## config.mk

```make
export PLATFORM = sky130hd
export DESIGN_NAME = shadow_region_classifier
export DESIGN_NICKNAME = d
export VERILOG_FILES = /design/src/rtl/shreg_pkg.sv /design/src/rtl/shreg_region_ctl.sv /design/src/rtl/shreg_orig_capture.sv /design/src/rtl/shreg_shadow_ctr.sv /design/src/rtl/shadow_region_classifier.sv
export SDC_FILE = /design/constraint.sdc
export NUM_CORES = 1
export LEC_CHECK = 0
export BUFFER_PORTS_ARGS = -buffer_cell sky130_fd_sc_hd__buf_2
export CAP_MARGIN = 30
export CORE_ASPECT_RATIO = 0.8
export CORE_UTILIZATION = 48
export DETAILED_ROUTE_END_ITERATION = 8
export PLACE_DENSITY = 0.75
export SETUP_SLACK_MARGIN = 0.5
export SLEW_MARGIN = 20
export SYNTH_ARGS = -nofsm -noshare
export SYNTH_HDL_FRONTEND = slang
export SYNTH_SLANG_ARGS = --single-unit
```

## constraint.sdc

```tcl
create_clock -name clk -period 1.49 [get_ports clk]
set_input_delay 0.149 -clock clk [delete_from_list [all_inputs] [get_ports clk]]
set_output_delay 0.149 -clock clk [all_outputs]
set_load 0.01 [all_outputs]
```

## src/rtl/shreg_pkg.sv

```systemverilog
package shreg_pkg;
  localparam logic [2:0] OPC_OTHER = 3'd0;
  localparam logic [2:0] OPC_OPEN  = 3'd1;
  localparam logic [2:0] OPC_CLOSE = 3'd2;
  localparam logic [2:0] OPC_LOAD  = 3'd3;
  localparam logic [2:0] OPC_STORE = 3'd4;

  typedef enum logic [1:0] {
    TAG_PLAIN  = 2'd0,
    TAG_ORIG   = 2'd1,
    TAG_SHADOW = 2'd2
  } acc_tag_t;
endpackage

```

## src/rtl/shreg_region_ctl.sv

```systemverilog
module shreg_region_ctl (
  input  logic clk,
  input  logic rst,
  input  logic open_i,
  input  logic close_i,
  output logic region_o,
  output logic ready_o
);
  logic region_q;
  logic ready_q;

  always_ff @(posedge clk) begin
    if (rst) begin
      region_q <= 1'b0;
      ready_q  <= 1'b1;
    end else if (open_i && !region_q) begin
      region_q <= 1'b1;
      ready_q  <= 1'b0;
    end else if (close_i && region_q) begin
      region_q <= 1'b0;
      ready_q  <= 1'b1;
    end
  end

  assign region_o = region_q;
  assign ready_o  = ready_q;

  AST_READY_CLEARS: assert property (@(posedge clk) disable iff (rst)
    (open_i && !region_q) |=> (!ready_q && region_q));
  AST_READY_SETS: assert property (@(posedge clk) disable iff (rst)
    (close_i && region_q && !open_i) |=> (ready_q && !region_q));
  AST_STRAY_CLOSE: assert property (@(posedge clk) disable iff (rst)
    (close_i && !region_q && !open_i) |=> ready_q);
endmodule

```

## src/rtl/shreg_orig_capture.sv

```systemverilog
module shreg_orig_capture #(
  parameter int AW = 32
) (
  input  logic          clk,
  input  logic          rst,
  input  logic          clr_i,
  input  logic          cap_i,
  input  logic [AW-1:0] addr_i,
  input  logic          store_i,
  output logic          have_o,
  output logic          addr_hit_o,
  output logic          type_hit_o
);
  logic          have_q;
  logic [AW-1:0] addr_q;
  logic          store_q;

  always_ff @(posedge clk) begin
    if (rst) begin
      have_q  <= 1'b0;
      addr_q  <= '0;
      store_q <= 1'b0;
    end else if (clr_i) begin
      have_q  <= 1'b0;
    end else if (cap_i) begin
      have_q  <= 1'b1;
      addr_q  <= addr_i;
      store_q <= store_i;
    end
  end

  assign have_o     = have_q;
  assign addr_hit_o = (addr_i == addr_q);
  assign type_hit_o = (store_i == store_q);

  AST_ORIG_HELD: assert property (@(posedge clk) disable iff (rst)
    (have_q && !clr_i) |=> ($stable(addr_q) && $stable(store_q) && have_q));
endmodule

```

## src/rtl/shreg_shadow_ctr.sv

```systemverilog
module shreg_shadow_ctr #(
  parameter int MAX_SHADOW = 3,
  parameter int IW         = 2
) (
  input  logic          clk,
  input  logic          rst,
  input  logic          clr_i,
  input  logic          inc_i,
  output logic [IW-1:0] cnt_o,
  output logic          at_max_o
);
  localparam logic [IW-1:0] CMAX = IW'(MAX_SHADOW);

  logic [IW-1:0] cnt_q;

  always_ff @(posedge clk) begin
    if (rst || clr_i) begin
      cnt_q <= '0;
    end else if (inc_i && (cnt_q != CMAX)) begin
      cnt_q <= cnt_q + 1'b1;
    end
  end

  assign cnt_o    = cnt_q;
  assign at_max_o = (cnt_q == CMAX);

  AST_CNT_STEP: assert property (@(posedge clk) disable iff (rst)
    (inc_i && !clr_i && !at_max_o) |=> (cnt_q == $past(cnt_q) + 1'b1));
  AST_CNT_CLEAR: assert property (@(posedge clk) disable iff (rst)
    clr_i |=> (cnt_q == '0));
  AST_CNT_BOUND: assert property (@(posedge clk) disable iff (rst)
    cnt_q <= CMAX);
endmodule

```

## src/rtl/shadow_region_classifier.sv

```systemverilog
module shadow_region_classifier #(
  parameter int AW         = 32,
  parameter int MAX_SHADOW = 3,
  localparam int IW        = $clog2(MAX_SHADOW + 1)
) (
  input  logic          clk,
  input  logic          rst,
  input  logic          op_valid,
  input  logic [2:0]    op_class,
  input  logic [AW-1:0] op_addr,
  output logic          acc_valid,
  output logic [1:0]    acc_tag,
  output logic [IW-1:0] shadow_idx,
  output logic          coh_bypass,
  output logic          ready,
  output logic          nest_err,
  output logic          addr_err,
  output logic          type_err,
  output logic          ovf_err
);
  import shreg_pkg::*;

  localparam logic [IW-1:0] IMAX = IW'(MAX_SHADOW);

  logic          is_mem, is_st, start_v, end_v;
  logic          region, have, addr_hit, type_hit;
  logic          first_acc, same_addr, shadow_hit, boundary;
  logic [IW-1:0] cnt;
  logic          at_max;
  acc_tag_t      tag_d;
  logic [IW-1:0] idx_d;

  assign is_mem  = op_valid && ((op_class == OPC_LOAD) || (op_class == OPC_STORE));
  assign is_st   = (op_class == OPC_STORE);
  assign start_v = op_valid && (op_class == OPC_OPEN);
  assign end_v   = op_valid && (op_class == OPC_CLOSE);

  assign boundary   = (start_v && !region) || (end_v && region);
  assign first_acc  = is_mem && region && !have;
  assign same_addr  = is_mem && region && have && addr_hit;
  assign shadow_hit = same_addr && type_hit;

  shreg_region_ctl u_region (
    .clk      (clk),
    .rst      (rst),
    .open_i   (start_v),
    .close_i  (end_v),
    .region_o (region),
    .ready_o  (ready)
  );

  shreg_orig_capture #(.AW(AW)) u_orig (
    .clk        (clk),
    .rst        (rst),
    .clr_i      (boundary),
    .cap_i      (first_acc),
    .addr_i     (op_addr),
    .store_i    (is_st),
    .have_o     (have),
    .addr_hit_o (addr_hit),
    .type_hit_o (type_hit)
  );

  shreg_shadow_ctr #(.MAX_SHADOW(MAX_SHADOW), .IW(IW)) u_ctr (
    .clk      (clk),
    .rst      (rst),
    .clr_i    (boundary),
    .inc_i    (shadow_hit),
    .cnt_o    (cnt),
    .at_max_o (at_max)
  );

  always_comb begin
    tag_d = TAG_PLAIN;
    idx_d = '0;
    if (shadow_hit) begin
      tag_d = TAG_SHADOW;
      idx_d = at_max ? IMAX : cnt + 1'b1;
    end else if (first_acc) begin
      tag_d = TAG_ORIG;
    end
  end

  always_ff @(posedge clk) begin
    if (rst) begin
      acc_valid  <= 1'b0;
      acc_tag    <= TAG_PLAIN;
      shadow_idx <= '0;
      coh_bypass <= 1'b0;
      nest_err   <= 1'b0;
      addr_err   <= 1'b0;
      type_err   <= 1'b0;
      ovf_err    <= 1'b0;
    end else begin
      acc_valid  <= is_mem;
      acc_tag    <= tag_d;
      shadow_idx <= idx_d;
      coh_bypass <= shadow_hit;
      nest_err   <= start_v && region;
      addr_err   <= is_mem && region && have && !addr_hit;
      type_err   <= same_addr && !type_hit;
      ovf_err    <= shadow_hit && at_max;
    end
  end

  AST_BYPASS_SHADOW: assert property (@(posedge clk) disable iff (rst)
    coh_bypass |-> (acc_valid && acc_tag == TAG_SHADOW));
  AST_TAG_IN_REGION: assert property (@(posedge clk) disable iff (rst)
    (acc_tag != TAG_PLAIN) |-> !ready);
  AST_IDX_OFF_SHADOW: assert property (@(posedge clk) disable iff (rst)
    (acc_tag != TAG_SHADOW) |-> (shadow_idx == '0));
  AST_OVF_AT_CEIL: assert property (@(posedge clk) disable iff (rst)
    ovf_err |-> (shadow_idx == IMAX && acc_tag == TAG_SHADOW));
  AST_NEST_OPEN: assert property (@(posedge clk) disable iff (rst)
    nest_err |-> !ready);
  AST_ONE_ERROR: assert property (@(posedge clk) disable iff (rst)
    $countones({nest_err, addr_err, type_err, ovf_err}) <= 1);
  AST_IDLE_QUIET: assert property (@(posedge clk) disable iff (rst)
    !acc_valid |-> (acc_tag == TAG_PLAIN && !addr_err && !type_err && !ovf_err));
endmodule

```

==> flow_metrics.env, run 1 <==
export IMPL_synth_nets=254
export IMPL_vdd_drop_max_uv=509
export IMPL_syn_to_final_growth_pct=37.0
export IMPL_combPwrFrac_pct=10.7
export IMPL_worst_pin_slew_ns=0.335
export IMPL_period_share_pct=110
export IMPL_rsz0062_at_grt="yes"
export IMPL_viasPerCell=5.23
export IMPL_grt_max_degree=20
export IMPL_layout_drive_gt1_share_pct=44.4
export IMPL_grt_pass1_wl_mm=8.28
export IMPL_syn_area_mm2=0.00219
export IMPL_ctsHtreeMaxLevel=2
export IMPL_cp_max_fo=3
export IMPL_use_met3_pct=5.69
export IMPL_root_buffer="clkbuf_8"
export IMPL_grtUsageMet1_pct=27.0
export IMPL_finalHoldViolCount=0
export IMPL_powerDensity_mw_per_mm2=816
export IMPL_min_from="op_addr[2]"
export IMPL_drtIter0Drc=51
export IMPL_switching_share_pct=23.0
export IMPL_numPortBuffers=48
export IMPL_fin_skew_ns=0.00853
export IMPL_crit_start="u_orig.addr_q[13]$_SDFFE_PP0P_"
export IMPL_cellLeakagePower_nw=1.29
export IMPL_start_util_pct=51.2
export IMPL_num_io_pins=49
export IMPL_nNetsFinal=327
export IMPL_route_detailed_drc=0
export IMPL_final_cell_mix="48 x buf_2, 37 x nor2_1, 31 x xor2_1, 31 x dfxtp_1, 28 x mux2i_1"
export IMPL_gp_congestion=0.749
export IMPL_seq_power_share_pct=52.1
export IMPL_cts_made_buffers=5
export IMPL_die_w_um=77.5
export IMPL_dp_cells=321
export IMPL_endpoint_kind="flop"
export IMPL_dp_slack_ns=-0.191
export IMPL_busiest_layer="met2"
export IMPL_clock_path_buffers=2
export IMPL_crit_arrival_ns=1.85
export IMPL_routed_wl_mm=4.97
export IMPL_r2r_start="u_orig.addr_q[13]$_SDFFE_PP0P_"
export IMPL_violations="setup timing"
export IMPL_reg2reg_setup_slack_ns=-0.15
export IMPL_worst_slack_ns=-0.154
export IMPL_numClockSinks=47
export IMPL_tritoncts="done"
export IMPL_yosys_warnings=0
export IMPL_hp_class="in -> reg"
export IMPL_grt_ovfl_total=0
export IMPL_status="finished with violations"
export IMPL_avgSynthCellArea_um2=10.3
export IMPL_coreArea_mm2=0.00428
export IMPL_drtAntennaViolNets=0
export IMPL_finalCriticalPeriod_ns=1.64
export IMPL_antenna_found_initial=0
export IMPL_met2_usage_pct=36.4
export IMPL_worstSetupPathType="reg -> reg"
export IMPL_clockPowerShare_pct=37.2
export IMPL_drv_slew=0
export IMPL_start_kind="flop"
export IMPL_synth_cells=213
export IMPL_power_switching_mw=0.562
export IMPL_synth_seq_cells=47
export IMPL_cts_clk_slew_worst_paths_ns=0.08
export IMPL_yosysUniqueCellTypes=39
export IMPL_crit_required_ns=1.69
export IMPL_final_cells=343
export IMPL_rows=21
export IMPL_slew_headroom_pct=77.5
export IMPL_hold_ws_ns=0.102
export IMPL_routedWlPerCell_um=14.5
export IMPL_dp_hpwl_mm=3.08
export IMPL_clk_latency_ns=0.30
export IMPL_layout_commonest_cell="buf_2"
export IMPL_track_usage_pct=22.3
export IMPL_seq_area_frac_synth_pct=42.9
export IMPL_cap_violations=0
export IMPL_drtPass1Iterations=4
export IMPL_fillers=313
export IMPL_p_int_mw=1.89
export IMPL_antenna_cells=0
export IMPL_tns_ns=-0.827
export IMPL_vias=1793
export IMPL_grt_pass1_vias=1812
export IMPL_fp_dieH_um=62.4
export IMPL_fmax_mhz=608
export IMPL_setup_violations=8
export IMPL_fp_dieArea_mm2=0.00484
per-layer routing:
metal,wire length [um],part of all wire (%)
met5,0,0
met4,149,3.0
met1,2310,47
met2,2250,45
met3,249,5.0
registers in the layout (all words and copies together) (netlist names), 2 cells and up:
name / cells
u_orig.addr_q: 32
acc_tag: 2
shadow_idx: 2
u_ctr.cnt_o: 2
critical path, stage by stage (launching register included):
cell and delay, ns:
dfxtp_2 0.34, xor2_2 0.14, nor4_2 0.30, buf_4 0.17, and4_4 0.24, buf_4 0.12
a31oi_1 0.06, o21a_1 0.17
cells by family (layout without fill, tap and decap cells):
| kind of cell | count (synthesis) | count (layout) | share of synthesized area, % |
|---|---|---|---|
| mux | 33 | 33 | 15.1 |
| fa+ha+maj | 3 | 3 | 1.71 |
| flops | 47 | 47 | 42.9 |
| xor+xnor | 33 | 33 | 13.2 |
| buf+inv | 13 | 86 | 5.37 |
| simple gates | 68 | 68 | 16.4 |
| compound gates | 16 | 16 | 5.26 |
path summary, 6_finish.rpt:
check / endpoint / cells past startpoint
worst max-delay path: u_ctr.cnt_o[0]$_SDFFE_PP0P_ / 7
worst min register to register: u_orig.addr_q[9]$_SDFFE_PP0P_ / 2
worst max register to register: u_ctr.cnt_o[0]$_SDFFE_PP0P_ / 7
worst min-delay path: u_orig.addr_q[2]$_SDFFE_PP0P_ / 3
stage by stage:
stage               power, mW  util (%)  instance area [um^2]
floorplan                1.40         -                  2210
global placement         1.51      59.4                  2540
detailed placement       1.51      59.4                  2540
CTS                      2.44      67.8                  2900
global route             2.54      70.1                  3000
finish                   2.45      70.1                  3000
power groups by stage:
stage	Sequential, mW	Combinational (mW)	Clock, mW
finish	1.28	0.262	0.910
CTS	1.28	0.241	0.923
detailed placement	1.30	0.207	0
global placement	1.30	0.205	0
global route	1.28	0.283	0.979
floorplan	1.31	0.0950	0
synth_stat cells (all sizes together):
cell,number,share of area [%]
dfxtp,47,43
nor2,38,6.5
mux2i,33,15
xor2,32,13
nor4,9,2.6
buf,6,4.2
a21oi,4,0.91
inv,4,0.69
nand4,4,1.1
clkbuf,3,0.51
ha,3,1.7
o21a,3,1.0
a21boi,2,0.69
and2,2,0.57
and4,2,0.80
nor3b,2,1.2
o211a,2,1.3
o21ai,2,0.46
a31oi,1,0.29
and2b,1,0.46
and3,1,0.29
and3b,1,0.40
and4b,1,0.46
nand2,1,0.17
nand2b,1,0.29
nand3,1,0.23
nand3b,1,0.34
nand4b,1,0.40
nor2b,1,0.29
o22ai,1,0.29
o31ai,1,0.34
or2b,1,0.34
xnor2,1,0.40
repair_timing:
item	in CTS	in global routing
gates resized for setup	24	18
setup buffers	9	3
hold buffers	0	0
endpoints found under the setup margin	43	46
pin swaps	10	8
cloned	3	0
cell type report:
type	instances	area, um^2	share of cell area [%]
repair buffers	75	588	19.6
clock buffers	6	72.6	2.42
clock inverters	1	30.0	1.00
inverters	4	15.0	0.500
flip-flops and latches	47	961	32.0
well taps	57	71.3	2.38
multi-input cells	153	1260	42.1
No activity file was read; power rests on OpenSTA's default activity.
==> inputs of run 2 (changes only) <==
--- a/config.mk
+++ b/config.mk
@@ -9,5 +9,5 @@
 export CAP_MARGIN = 30
 export CORE_ASPECT_RATIO = 0.8
-export CORE_UTILIZATION = 48
+export CORE_UTILIZATION = 50
 export DETAILED_ROUTE_END_ITERATION = 8
 export PLACE_DENSITY = 0.75
==> constraint.sdc (replaced) <==
create_clock -name clk -period 1.8 [get_ports clk]
set_input_delay 0.36 -clock clk [delete_from_list [all_inputs] [get_ports clk]]
set_output_delay 0.36 -clock clk [all_outputs]
set_load 0.01 [all_outputs]
==> run 2 against run 1 <==
Against the previous run: the run now ends clean; flip-flop and latch count stayed put; first-iteration DRC count up 49%; core utilization shrank 3.2 points; sequential power fell by 17%; power decreased by 23%; largest cell class unchanged; worst hold slack improved by 0.18 ns; critical endpoint is now ovf_err$_SDFF_PP0_; maximum frequency increased by 3.2%.
==> flow_metrics.env, run 2 (synthesized netlist as in run 1, its figures left out) <==
export IMPL_rsz0062_at_grt="yes"
export IMPL_die_w_um=76.0
export IMPL_endpoint_kind="flop"
export IMPL_start_util_pct=52.1
export IMPL_track_usage_pct=17.7
export IMPL_slew_headroom_pct=77.3
export IMPL_rows=21
export IMPL_fmax_mhz=628
export IMPL_viasPerCell=4.95
export IMPL_fin_skew_ns=0.00445
export IMPL_fp_dieH_um=61.2
export IMPL_routed_wl_mm=4.23
export IMPL_powerDensity_mw_per_mm2=671
export IMPL_grtUsageMet1_pct=22.6
export IMPL_worst_pin_slew_ns=0.337
export IMPL_nNetsFinal=317
export IMPL_cap_violations=0
export IMPL_crit_required_ns=2.04
export IMPL_numClockSinks=47
export IMPL_root_buffer="clkbuf_8"
export IMPL_grt_max_degree=34
export IMPL_vias=1648
export IMPL_finalHoldViolCount=0
export IMPL_ctsHtreeMaxLevel=2
export IMPL_fillers=342
export IMPL_worstSetupPathType="reg -> reg"
export IMPL_tns_ns=0
export IMPL_grt_ovfl_total=0
export IMPL_layout_commonest_cell="buf_2"
export IMPL_met2_usage_pct=28.6
export IMPL_gp_congestion=0.767
export IMPL_route_detailed_drc=0
export IMPL_layout_drive_gt1_share_pct=33.0
export IMPL_status="complete, no violations"
export IMPL_largest_reg_flops=32
export IMPL_start_kind="flop"
export IMPL_numPortBuffers=48
export IMPL_busiest_layer="met2"
export IMPL_cp_max_fo=4
export IMPL_clk_latency_ns=0.29
export IMPL_coreArea_mm2=0.00420
export IMPL_drtPass1Iterations=4
export IMPL_finalCriticalPeriod_ns=1.59
export IMPL_drtIter0Drc=76
export IMPL_fp_dieArea_mm2=0.00465
export IMPL_routedWlPerCell_um=12.7
export IMPL_cts_clk_slew_worst_paths_ns=0.08
export IMPL_antenna_cells=0
export IMPL_dp_hpwl_mm=2.70
export IMPL_period_share_pct=88.5
export IMPL_p_total_mw=1.89
export IMPL_final_cell_mix="45 x buf_2, 43 x dfxtp_1, 38 x nor2_1"
export IMPL_dp_cells=315
export IMPL_crit_arrival_ns=1.84
export IMPL_num_io_pins=49
export IMPL_hp_class="in -> reg"
export IMPL_drv_slew=0
export IMPL_syn_to_final_growth_pct=28.3
export IMPL_use_met3_pct=5.63
export IMPL_grt_pass1_wl_mm=6.36
export IMPL_cellLeakagePower_nw=1.23
export IMPL_final_cells=333
export IMPL_multi_input_area_mm2=0.00120
export IMPL_tritoncts="done"
export IMPL_grt_pass1_vias=1422
export IMPL_seqCellArea_um2=946
export IMPL_antenna_found_initial=0
export IMPL_top_register="u_orig.addr_q"
export IMPL_vdd_drop_max_uv=497
export IMPL_cts_made_buffers=5
export IMPL_setup_violations=0
export IMPL_drtAntennaViolNets=0
export IMPL_clock_path_buffers=2
-- run 2: cell count changes in the layout (fill, tap and decap cells not counted), sizes merged --
| cell | before | now |
|---|---|---|
| buf | 75 | 62 |
| bufbuf | 0 | 3 |
| bufinv | 1 | 0 |
| clkinv | 0 | 1 |
-- run 2: path summary, 6_finish.rpt --
path                               endpoint                           start  depth (start not counted)  slack, ns
max                      ovf_err$_SDFF_PP0_  u_orig.addr_q[14]$_SDFFE_PP0P_                          7       0.21
min          u_region.region_o$_SDFFE_PP0P_                             rst                          2       0.28
max reg2reg              ovf_err$_SDFF_PP0_  u_orig.addr_q[14]$_SDFFE_PP0P_                          7       0.21
min reg2reg     u_ctr.cnt_o[1]$_SDFFE_PP0P_     u_ctr.cnt_o[1]$_SDFFE_PP0P_                          2       0.50
-- run 2: area by class of cell --
class	instances	share of cell area (%)
Tap cell	57	2.54
Multi-Input combinational cell	153	42.6
Clock buffer	6	2.94
Timing Repair Buffer	65	17.6
Clock inverter	1	0.178
Inverter	4	0.534
Sequential cell	47	33.7
-- run 2: worst max-delay path: stages (launching register included) --
cell and delay [ns]:
dfxtp_2 0.33, xor2_1 0.15, nor4_1 0.30, buf_4 0.18, and4_4 0.25, nand4_1 0.14, inv_2 0.09, and2_1 0.11
-- run 2: power by group --
part / switching [mW] / internal (mW) / leakage, nW / total [mW]
logic: 0.0961 / 0.0944 / 0.802 / 0.190
registers: 0.00788 / 1.05 / 0.381 / 1.06
clock network: 0.337 / 0.302 / 0.0470 / 0.639
total: 0.441 / 1.44 / 1.23 / 1.89
-- run 2: repair_timing --
item	CTS	global route
setup endpoints to repair	41	41
hold buffers	0	0
pin swaps	7	6
cloned	3	0
gates resized for setup	16	10
setup buffers	6	2
-- run 2: per-layer routing --
layer | up-vias | part of all wire [%] | routed length (um)
met3 | 7 | 5.2 | 218
met4 | 0 | 1.2 | 51
met2 | 43 | 46 | 1940
met1 | 746 | 48 | 2020
met5 | - | 0 | 0
li1 | 852 | - | -
-- run 2: per-stage QoR --
step	instance area (um^2)	hold WS (ns)	setup slack [ns]	util, %
6_report	2810	0.282	0.208	66.8
4_1_cts	2750	0.278	0.203	65.5
5_1_grt	2810	0.289	0.115	66.8
3_5_place_dp	2470	0.489	0.0253	58.8
3_3_place_gp	2470	0.482	0.0474	58.8
2_1_floorplan	2190	0.464	0.252	-
